==> src/rtl/far_ea_pkg.sv <==
package far_ea_pkg;
  parameter int AW = 20;
  parameter int RW = 16;

  typedef enum logic [1:0] {
    MD_DIRECT = 2'b00,
    MD_OFFSET = 2'b01,
    MD_PAIR   = 2'b10,
    MD_RSVD   = 2'b11
  } ea_mode_e;

  typedef enum logic [1:0] {
    CL_WLOAD  = 2'b00,
    CL_WSTORE = 2'b01,
    CL_FJUMP  = 2'b10,
    CL_FCALL  = 2'b11
  } ea_cls_e;

  typedef struct packed {
    logic [AW-1:0] addr;
    logic          err;
  } ea_res_t;
endpackage

==> src/rtl/far_ea_legal.sv <==
module far_ea_legal
  import far_ea_pkg::*;
(
  input  logic [1:0] mode,
  input  logic [1:0] cls,
  input  logic       base_sel,
  output logic       legal
);
  logic is_xfer;   // far jump or far call
  assign is_xfer = cls[1];

  always_comb begin
    unique case (ea_mode_e'(mode))
      MD_DIRECT: legal = 1'b1;
      MD_OFFSET: legal = base_sel ? is_xfer : 1'b1;
      MD_PAIR:   legal = !is_xfer;
      default:   legal = 1'b0;
    endcase
  end
endmodule

==> src/rtl/far_ea_calc.sv <==
module far_ea_calc
  import far_ea_pkg::*;
#(
  parameter int P_AW = AW,
  parameter int P_RW = RW
) (
  input  logic [1:0]      mode,
  input  logic            base_sel,
  input  logic [P_AW-1:0] imm,
  input  logic [P_RW-1:0] a0,
  input  logic [P_RW-1:0] a1,
  output logic [P_AW-1:0] addr
);
  localparam int PW = 2 * P_RW;

  logic [P_RW-1:0] base;
  logic [P_AW-1:0] base_ext;
  logic [P_AW-1:0] offs_sum;
  logic [PW-1:0]   pair_val;

  assign base     = base_sel ? a1 : a0;
  assign base_ext = P_AW'(base);          // zero extension, no sign
  assign offs_sum = imm + base_ext;       // carry out of the top bit is dropped
  assign pair_val = {a1, a0};

  always_comb begin
    unique case (ea_mode_e'(mode))
      MD_DIRECT: addr = imm;
      MD_OFFSET: addr = offs_sum;
      MD_PAIR:   addr = pair_val[P_AW-1:0];
      default:   addr = '0;
    endcase
  end
endmodule

==> src/rtl/far_ea_outreg.sv <==
module far_ea_outreg
  import far_ea_pkg::*;
#(
  parameter int P_AW = AW
) (
  input  logic            clk,
  input  logic            rst_n,
  input  logic            s_valid,
  output logic            s_ready,
  input  logic [P_AW-1:0] s_addr,
  input  logic            s_err,
  output logic            m_valid,
  input  logic            m_ready,
  output logic [P_AW-1:0] m_addr,
  output logic            m_err
);
  logic take;
  assign s_ready = !m_valid || m_ready;
  assign take    = s_valid && s_ready;

  always_ff @(posedge clk or negedge rst_n) begin
    if (!rst_n) begin
      m_valid <= 1'b0;
      m_addr  <= '0;
      m_err   <= 1'b0;
    end else if (take) begin
      m_valid <= 1'b1;
      m_addr  <= s_addr;
      m_err   <= s_err;
    end else if (m_ready) begin
      m_valid <= 1'b0;
    end
  end

  AST_STALL_HOLD: assert property (@(posedge clk) disable iff (!rst_n)
    (m_valid && !m_ready) |=> (m_valid && $stable(m_addr) && $stable(m_err)));

  AST_TAKE_SHOWS: assert property (@(posedge clk) disable iff (!rst_n)
    (s_valid && s_ready) |=> m_valid);
endmodule

==> src/rtl/far_ea_gen.sv <==
module far_ea_gen
  import far_ea_pkg::*;
#(
  parameter int P_AW = AW,
  parameter int P_RW = RW
) (
  input  logic            clk,
  input  logic            rst_n,
  input  logic            in_valid,
  output logic            in_ready,
  input  logic [1:0]      in_mode,
  input  logic [1:0]      in_cls,
  input  logic            in_base_sel,
  input  logic [P_AW-1:0] in_imm,
  input  logic [P_RW-1:0] in_a0,
  input  logic [P_RW-1:0] in_a1,
  output logic            out_valid,
  input  logic            out_ready,
  output logic [P_AW-1:0] out_addr,
  output logic            out_err
);
  localparam int PW = 2 * P_RW;

  logic            legal;
  logic [P_AW-1:0] raw_addr;
  logic [P_AW-1:0] res_addr;

  far_ea_legal u_legal (
    .mode     (in_mode),
    .cls      (in_cls),
    .base_sel (in_base_sel),
    .legal    (legal)
  );

  far_ea_calc #(.P_AW(P_AW), .P_RW(P_RW)) u_calc (
    .mode     (in_mode),
    .base_sel (in_base_sel),
    .imm      (in_imm),
    .a0       (in_a0),
    .a1       (in_a1),
    .addr     (raw_addr)
  );

  assign res_addr = legal ? raw_addr : '0;

  far_ea_outreg #(.P_AW(P_AW)) u_oreg (
    .clk     (clk),
    .rst_n   (rst_n),
    .s_valid (in_valid),
    .s_ready (in_ready),
    .s_addr  (res_addr),
    .s_err   (!legal),
    .m_valid (out_valid),
    .m_ready (out_ready),
    .m_addr  (out_addr),
    .m_err   (out_err)
  );

  logic acc;
  assign acc = in_valid && in_ready;

  AST_DIRECT_PASS: assert property (@(posedge clk) disable iff (!rst_n)
    (acc && in_mode == 2'b00) |=> (!out_err && out_addr == $past(in_imm)));

  AST_PAIR_LOW: assert property (@(posedge clk) disable iff (!rst_n)
    (acc && in_mode == 2'b10 && !in_cls[1]) |=>
      (!out_err && out_addr == $past(PW'({in_a1, in_a0}) & PW'({P_AW{1'b1}}))));

  AST_RSVD_ERR: assert property (@(posedge clk) disable iff (!rst_n)
    (acc && in_mode == 2'b11) |=> out_err);

  AST_ERR_ZERO: assert property (@(posedge clk) disable iff (!rst_n)
    (out_valid && out_err) |-> (out_addr == '0));

  AST_A1_GATE: assert property (@(posedge clk) disable iff (!rst_n)
    (acc && in_mode == 2'b01 && in_base_sel && !in_cls[1]) |=> out_err);
endmodule

==> config.mk <==
export PLATFORM = sky130hd
export DESIGN_NAME = far_ea_gen
export DESIGN_NICKNAME = d
export VERILOG_FILES = /design/src/rtl/far_ea_pkg.sv /design/src/rtl/far_ea_legal.sv /design/src/rtl/far_ea_calc.sv /design/src/rtl/far_ea_outreg.sv /design/src/rtl/far_ea_gen.sv
export SDC_FILE = /design/constraint.sdc
export NUM_CORES = 1
export LEC_CHECK = 0
export ABC_CLOCK_PERIOD_IN_PS = 1940
export BUFFER_PORTS_ARGS = -buffer_cell sky130_fd_sc_hd__buf_2
export CAP_MARGIN = 10
export CORE_MARGIN = 2
export CORE_UTILIZATION = 56
export CTS_CLUSTER_DIAMETER = 200
export DETAILED_ROUTE_END_ITERATION = 8
export PLACE_DENSITY = 0.94
export SYNTH_ARGS = -nofsm -noshare
export SYNTH_HDL_FRONTEND = slang
export SYNTH_HIERARCHICAL = 1
export SYNTH_SLANG_ARGS = --single-unit
==> constraint.sdc <==
create_clock -name clk -period 1.94 [get_ports clk]
set_input_delay 0.291 -clock clk [delete_from_list [all_inputs] [get_ports clk]]
set_output_delay 0.291 -clock clk [all_outputs]
set_load 0.02 [all_outputs]
==> results of run 1 <==
-- repair_timing --
action,4_1_cts
gates resized for setup,43
setup endpoints to repair,18
hold endpoints to repair,22
pin swaps,39
hold buffers,1
buffers inserted,9
-- cell families after synthesis --
group	Yosys count	synth area share, %
muxes	56	26.24
and+or+nand+nor	79	16.67
buffers and inverters	23	4.998
adders and majority gates	17	8.457
AOI/OAI and AO/OA	73	19.46
DFF	22	21.14
xor gates and xnor gates	9	3.028
-- layer usage --
| metal | track usage, % | GRT overflow |
|---|---|---|
| met1 | 68.51 | 0 |
| met2 | 91.74 | 23 |
| met3 | 53.89 | 1 |
| met4 | 77.78 | 23 |
| met5 | 2.020 | 0 |
-- per-stage QoR --
step	hold WS [ns]	utilization, %	area (um2)
CTS	0.2715	90.59	3999
global placement	0.2579	82.06	3622
detailed placement	0.2639	82.06	3622
floorplan	-0.004591	-	2868
==> results_dict.tcl, run 1 <==
set metrics [dict create \
    rows 24 \
    die-width_um 72.19 \
    yosys.area.top_type "dfrtp_1" \
    status "did not finish" \
    synth.top_cell.area_share_pct 21.14 \
    htreeDepth 1 \
    endpoint_type "register data pin" \
    synth-seq-cells 22 \
    cts_root_buf "clkbuf_8" \
    initial_core_util_pct 58.99 \
    ys_warn_count 6 \
    globalRouteOverflowTotal 47 \
    synthCells 279 \
    gp_congestion 0.9224 \
    worstEndpointGrtRepair "u_oreg/m_addr[14]$_DFFE_PN0P_/D" \
    synthTopCellsByArea "dfrtp_1 21%, mux2_4 12%, mux2_2 7.8%" \
    cts-buffers-inserted 3 \
    grt_antenna_before_repair 3 \
    dpl.hpwl_um 6539 \
    clock_tree.buffer_depth 2 \
    grt_max_degree 23 \
    ys_seq_area_share_pct 21.14 \
    synth_cell_types 56 \
    cts_sinks 22 \
    first-error "[ERROR GRT-0232] Routing congestion too high. Check the congestion heatmap in the GUI." \
    synth_flop_cell "dfrtp_1" \
    synth_area_um2 2604 \
    synth_async_sr_flop_share_pct 100.0 \
    synth_common_cells "22 x and2_1, 22 x dfrtp_1, 20 x mux2_4" \
    io_buffer_count 82 \
    track_usage_pct 71.45 \
    dp_cells 454 \
    avgSynthCellArea_um2 9.332 \
    io_pins 84 \
    synth_edf_count 0 \
    post-place-ws_ns -1.117 \
    synth_fp_nets 357 \
    haltStage "5_1_grt" \
    die_h_um 72.19 \
]
==> run 2, diff against run 1 <==
--- a/config.mk
+++ b/config.mk
@@ -9,10 +9,9 @@
 export BUFFER_PORTS_ARGS = -buffer_cell sky130_fd_sc_hd__buf_2
 export CAP_MARGIN = 10
 export CORE_MARGIN = 2
-export CORE_UTILIZATION = 56
-export CTS_CLUSTER_DIAMETER = 200
+export CORE_UTILIZATION = 40
 export DETAILED_ROUTE_END_ITERATION = 8
-export PLACE_DENSITY = 0.94
+export PLACE_DENSITY_LB_ADDON = 0.15
 export SYNTH_ARGS = -nofsm -noshare
 export SYNTH_HDL_FRONTEND = slang
 export SYNTH_HIERARCHICAL = 1
==> results_dict.tcl, run 2 <==
set metrics [dict create \
    vdd_drop_max_mv 0.6645 \
    p_sw_share_pct 35.04 \
    finalWirelength_um 7825 \
    drc 0 \
    final.setup.worst_slack_ns -0.6483 \
    synth_flop_cell "dfrtp_1" \
    ys_warn_count 6 \
    leakagePower_uw 0.002042 \
    nFillCells 533 \
    cp_cell_sequence "buf_12 > mux2_4 > ha_4 > fa_2 > a211oi_2 > o21ai_2 > a21oi_2 > o31a_1 > nor3_2 > a311o_2 > and2_4 > mux2_4" \
    worstPathRequired_ns 2.09 \
    cellPowerDensity_nw_per_um2 565.5 \
    io_pins 84 \
    die-width_um 84.68 \
    grt_antenna_before_repair 0 \
    worst-path-buf-inv 1 \
    vias 2680 \
    synthCells 279 \
    drive_gt1_share_pct 63.76 \
    final.period_utilization_pct 133.4 \
    mostFrequentLayoutCells "81 x buf_2, 65 x buf_4, 30 x mux2_4" \
    power.total_uw 2384 \
    synth_fp_nets 357 \
    final_cell_area_um2 4217 \
    placedInstanceArea_um2 3709 \
    cp-start-kind "primary input" \
    cts_root_buf "clkbuf_8" \
    insertion_delay_ns 0.26 \
    ys_seq_area_share_pct 21.14 \
    final_common_cell "buf_2" \
    finClkSkew_ns 0.006505 \
    worstPathArrival_ns 2.74 \
    fin_crit_ns 2.588 \
    clk_pin_slew_ns 0.08 \
    synth_cell_types 56 \
    gp_congestion 0.8410 \
    synthTopCellsByArea "dfrtp_1 21%, mux2_4 12%, mux2_2 7.8%" \
    hold_viol_final 0 \
    clock_tree.buffer_depth 2 \
    die_h_um 84.68 \
    drtPass1Iterations 4 \
    htreeDepth 1 \
    maxSlewHeadroom_pct 68.35 \
    failed_checks "negative setup slack" \
    globalRouteOverflowTotal 0 \
    max_stage_delay_ns 0.35 \
    io_buffer_count 82 \
    cts-buffers-inserted 3 \
    slew_violations 0 \
    cap_viol_max_count 0 \
    largest_reg_flops 20 \
    slowest_stage "fa_2" \
    synth.top_cell.area_share_pct 21.14 \
    antenna_left 0 \
    dieArea_um2 7171 \
    top_register "u_oreg/m_addr" \
    p_clk_share_pct 17.4 \
    share_seq_of_total_power_pct 23.7 \
    cts_tree "built" \
    hold_class "in -> reg" \
    grt_max_degree 23 \
    crit_family "compound AO/OA/AOI/OAI gates" \
    avgRoutedWirePerCell_um 15.59 \
    fin_nets 504 \
    synth-seq-cells 22 \
    grt_pass1_wl_um 12930 \
    r2r-start "u_oreg/m_valid" \
    coreArea_um2 6314 \
    post-place-ws_ns -1.138 \
    rsz0062_at_grt "yes" \
    drt-vias-per-instance 5.339 \
    crit_path_start "in_base_sel" \
    track_usage_pct 21.84 \
    cts_sinks 22 \
    rows 29 \
    yosys.area.top_type "dfrtp_1" \
    initial_core_util_pct 41.24 \
    avgSynthCellArea_um2 9.332 \
    largestRegisters "u_oreg/m_addr: 20 flops, u_oreg/m_err: 1 flops, u_oreg/m_valid: 1 flops" \
    combPwrFrac_pct 58.9 \
    endpoint_kind "flip-flop" \
    whs_ns 0.2664 \
    dpl.hpwl_um 6273 \
    synth_area_um2 2604 \
    internal_power_uw 1549 \
    grt_pass1_vias 2722 \
    synth_common_cells "22 x and2_1, 22 x dfrtp_1, 20 x mux2_4" \
    rrSetupSlack_ns 0.67 \
    cp_max_fo 5 \
    status "finished with violations" \
    clock.fmax_ghz 0.3864 \
    crit_top_cell "mux2_4" \
    synth_edf_count 0 \
    tightest_slew_ns 0.4747 \
    syn_to_final_growth_pct 61.94 \
    crit_type "in -> reg" \
    synth_async_sr_flop_share_pct 100.0 \
    drtIter0Drc 117 \
    p_sw_uw 835.5 \
    hold_start "in_valid" \
    antenna_cells 0 \
    finalSetupViolCount 18 \
]
## run 2: power groups by stage
stage          Clock (uW)  Combinational, uW  Sequential (uW)
6_report              415               1400              566
5_1_grt               444               1510              574
4_1_cts               429               1350              567
3_5_place_dp            0               1200              575
3_3_place_gp            0               1180              573
2_1_floorplan           0                687              657
## run 2: final timing paths
kind                                      to  cells past startpoint
max in group asynchronous     u_oreg/m_valid                      2
setup / recovery           u_oreg/m_addr[16]                     12
hold / removal                u_oreg/m_valid                      2
min in group asynchronous  u_oreg/m_addr[16]                      2
setup reg to reg           u_oreg/m_addr[15]                      3
hold reg to reg             u_oreg/m_addr[9]                      1
## run 2: logic make-up (layout without fill, tap and decap cells)
kind of cell,Yosys count,in the layout,share of synthesized area [%]
xor+xnor,9,9,3.028
fa+ha+maj,17,17,8.457
simple gates,79,79,16.67
compound gates,73,73,19.46
buf+inv,23,169,4.998
flops,22,22,21.14
mux,56,56,26.24
## run 2: repair_timing
| action | CTS | global route |
|---|---|---|
| hold buffers | 1 | 0 |
| endpoints found under the setup margin | 18 | 18 |
| endpoints found under the hold margin | 22 | 0 |
| pin swaps | 37 | 22 |
| buffers inserted | 11 | 4 |
| resized for setup | 45 | 12 |
## run 2: area by class of cell
class | count | area (um2) | share of cell area (%)
Multi-Input combinational cell | 234 | 2419 | 57.36
Timing Repair Buffer | 158 | 1054 | 24.99
Clock inverter | 1 | 30.03 | 0.7122
Tap cell | 77 | 96.34 | 2.285
Clock buffer | 3 | 41.29 | 0.9792
Inverter | 7 | 26.28 | 0.6231
Sequential cell | 22 | 550.5 | 13.06
## run 2: through the flow
step / TNS [ns] / utilization, % / instances
after floorplan: -10.45 / - / 279
after global placement: -15.37 / 58.74 / 483
after detailed placement: -15.91 / 58.74 / 483
after CTS: -8.251 / 65.42 / 499
after global routing: -9.785 / 66.79 / 502
final: -8.365 / 66.79 / 502
## run 2: layer usage
layer | vias up | wire (um) | GRT usage, %
met3 | 8 | 262 | 0.9833
met5 | - | 0 | 0
met2 | 57 | 3971 | 40.09
met4 | 0 | 88 | 5.051
li1 | 1342 | - | -
met1 | 1273 | 3502 | 28.16
(Power assumes the default switching activity.)
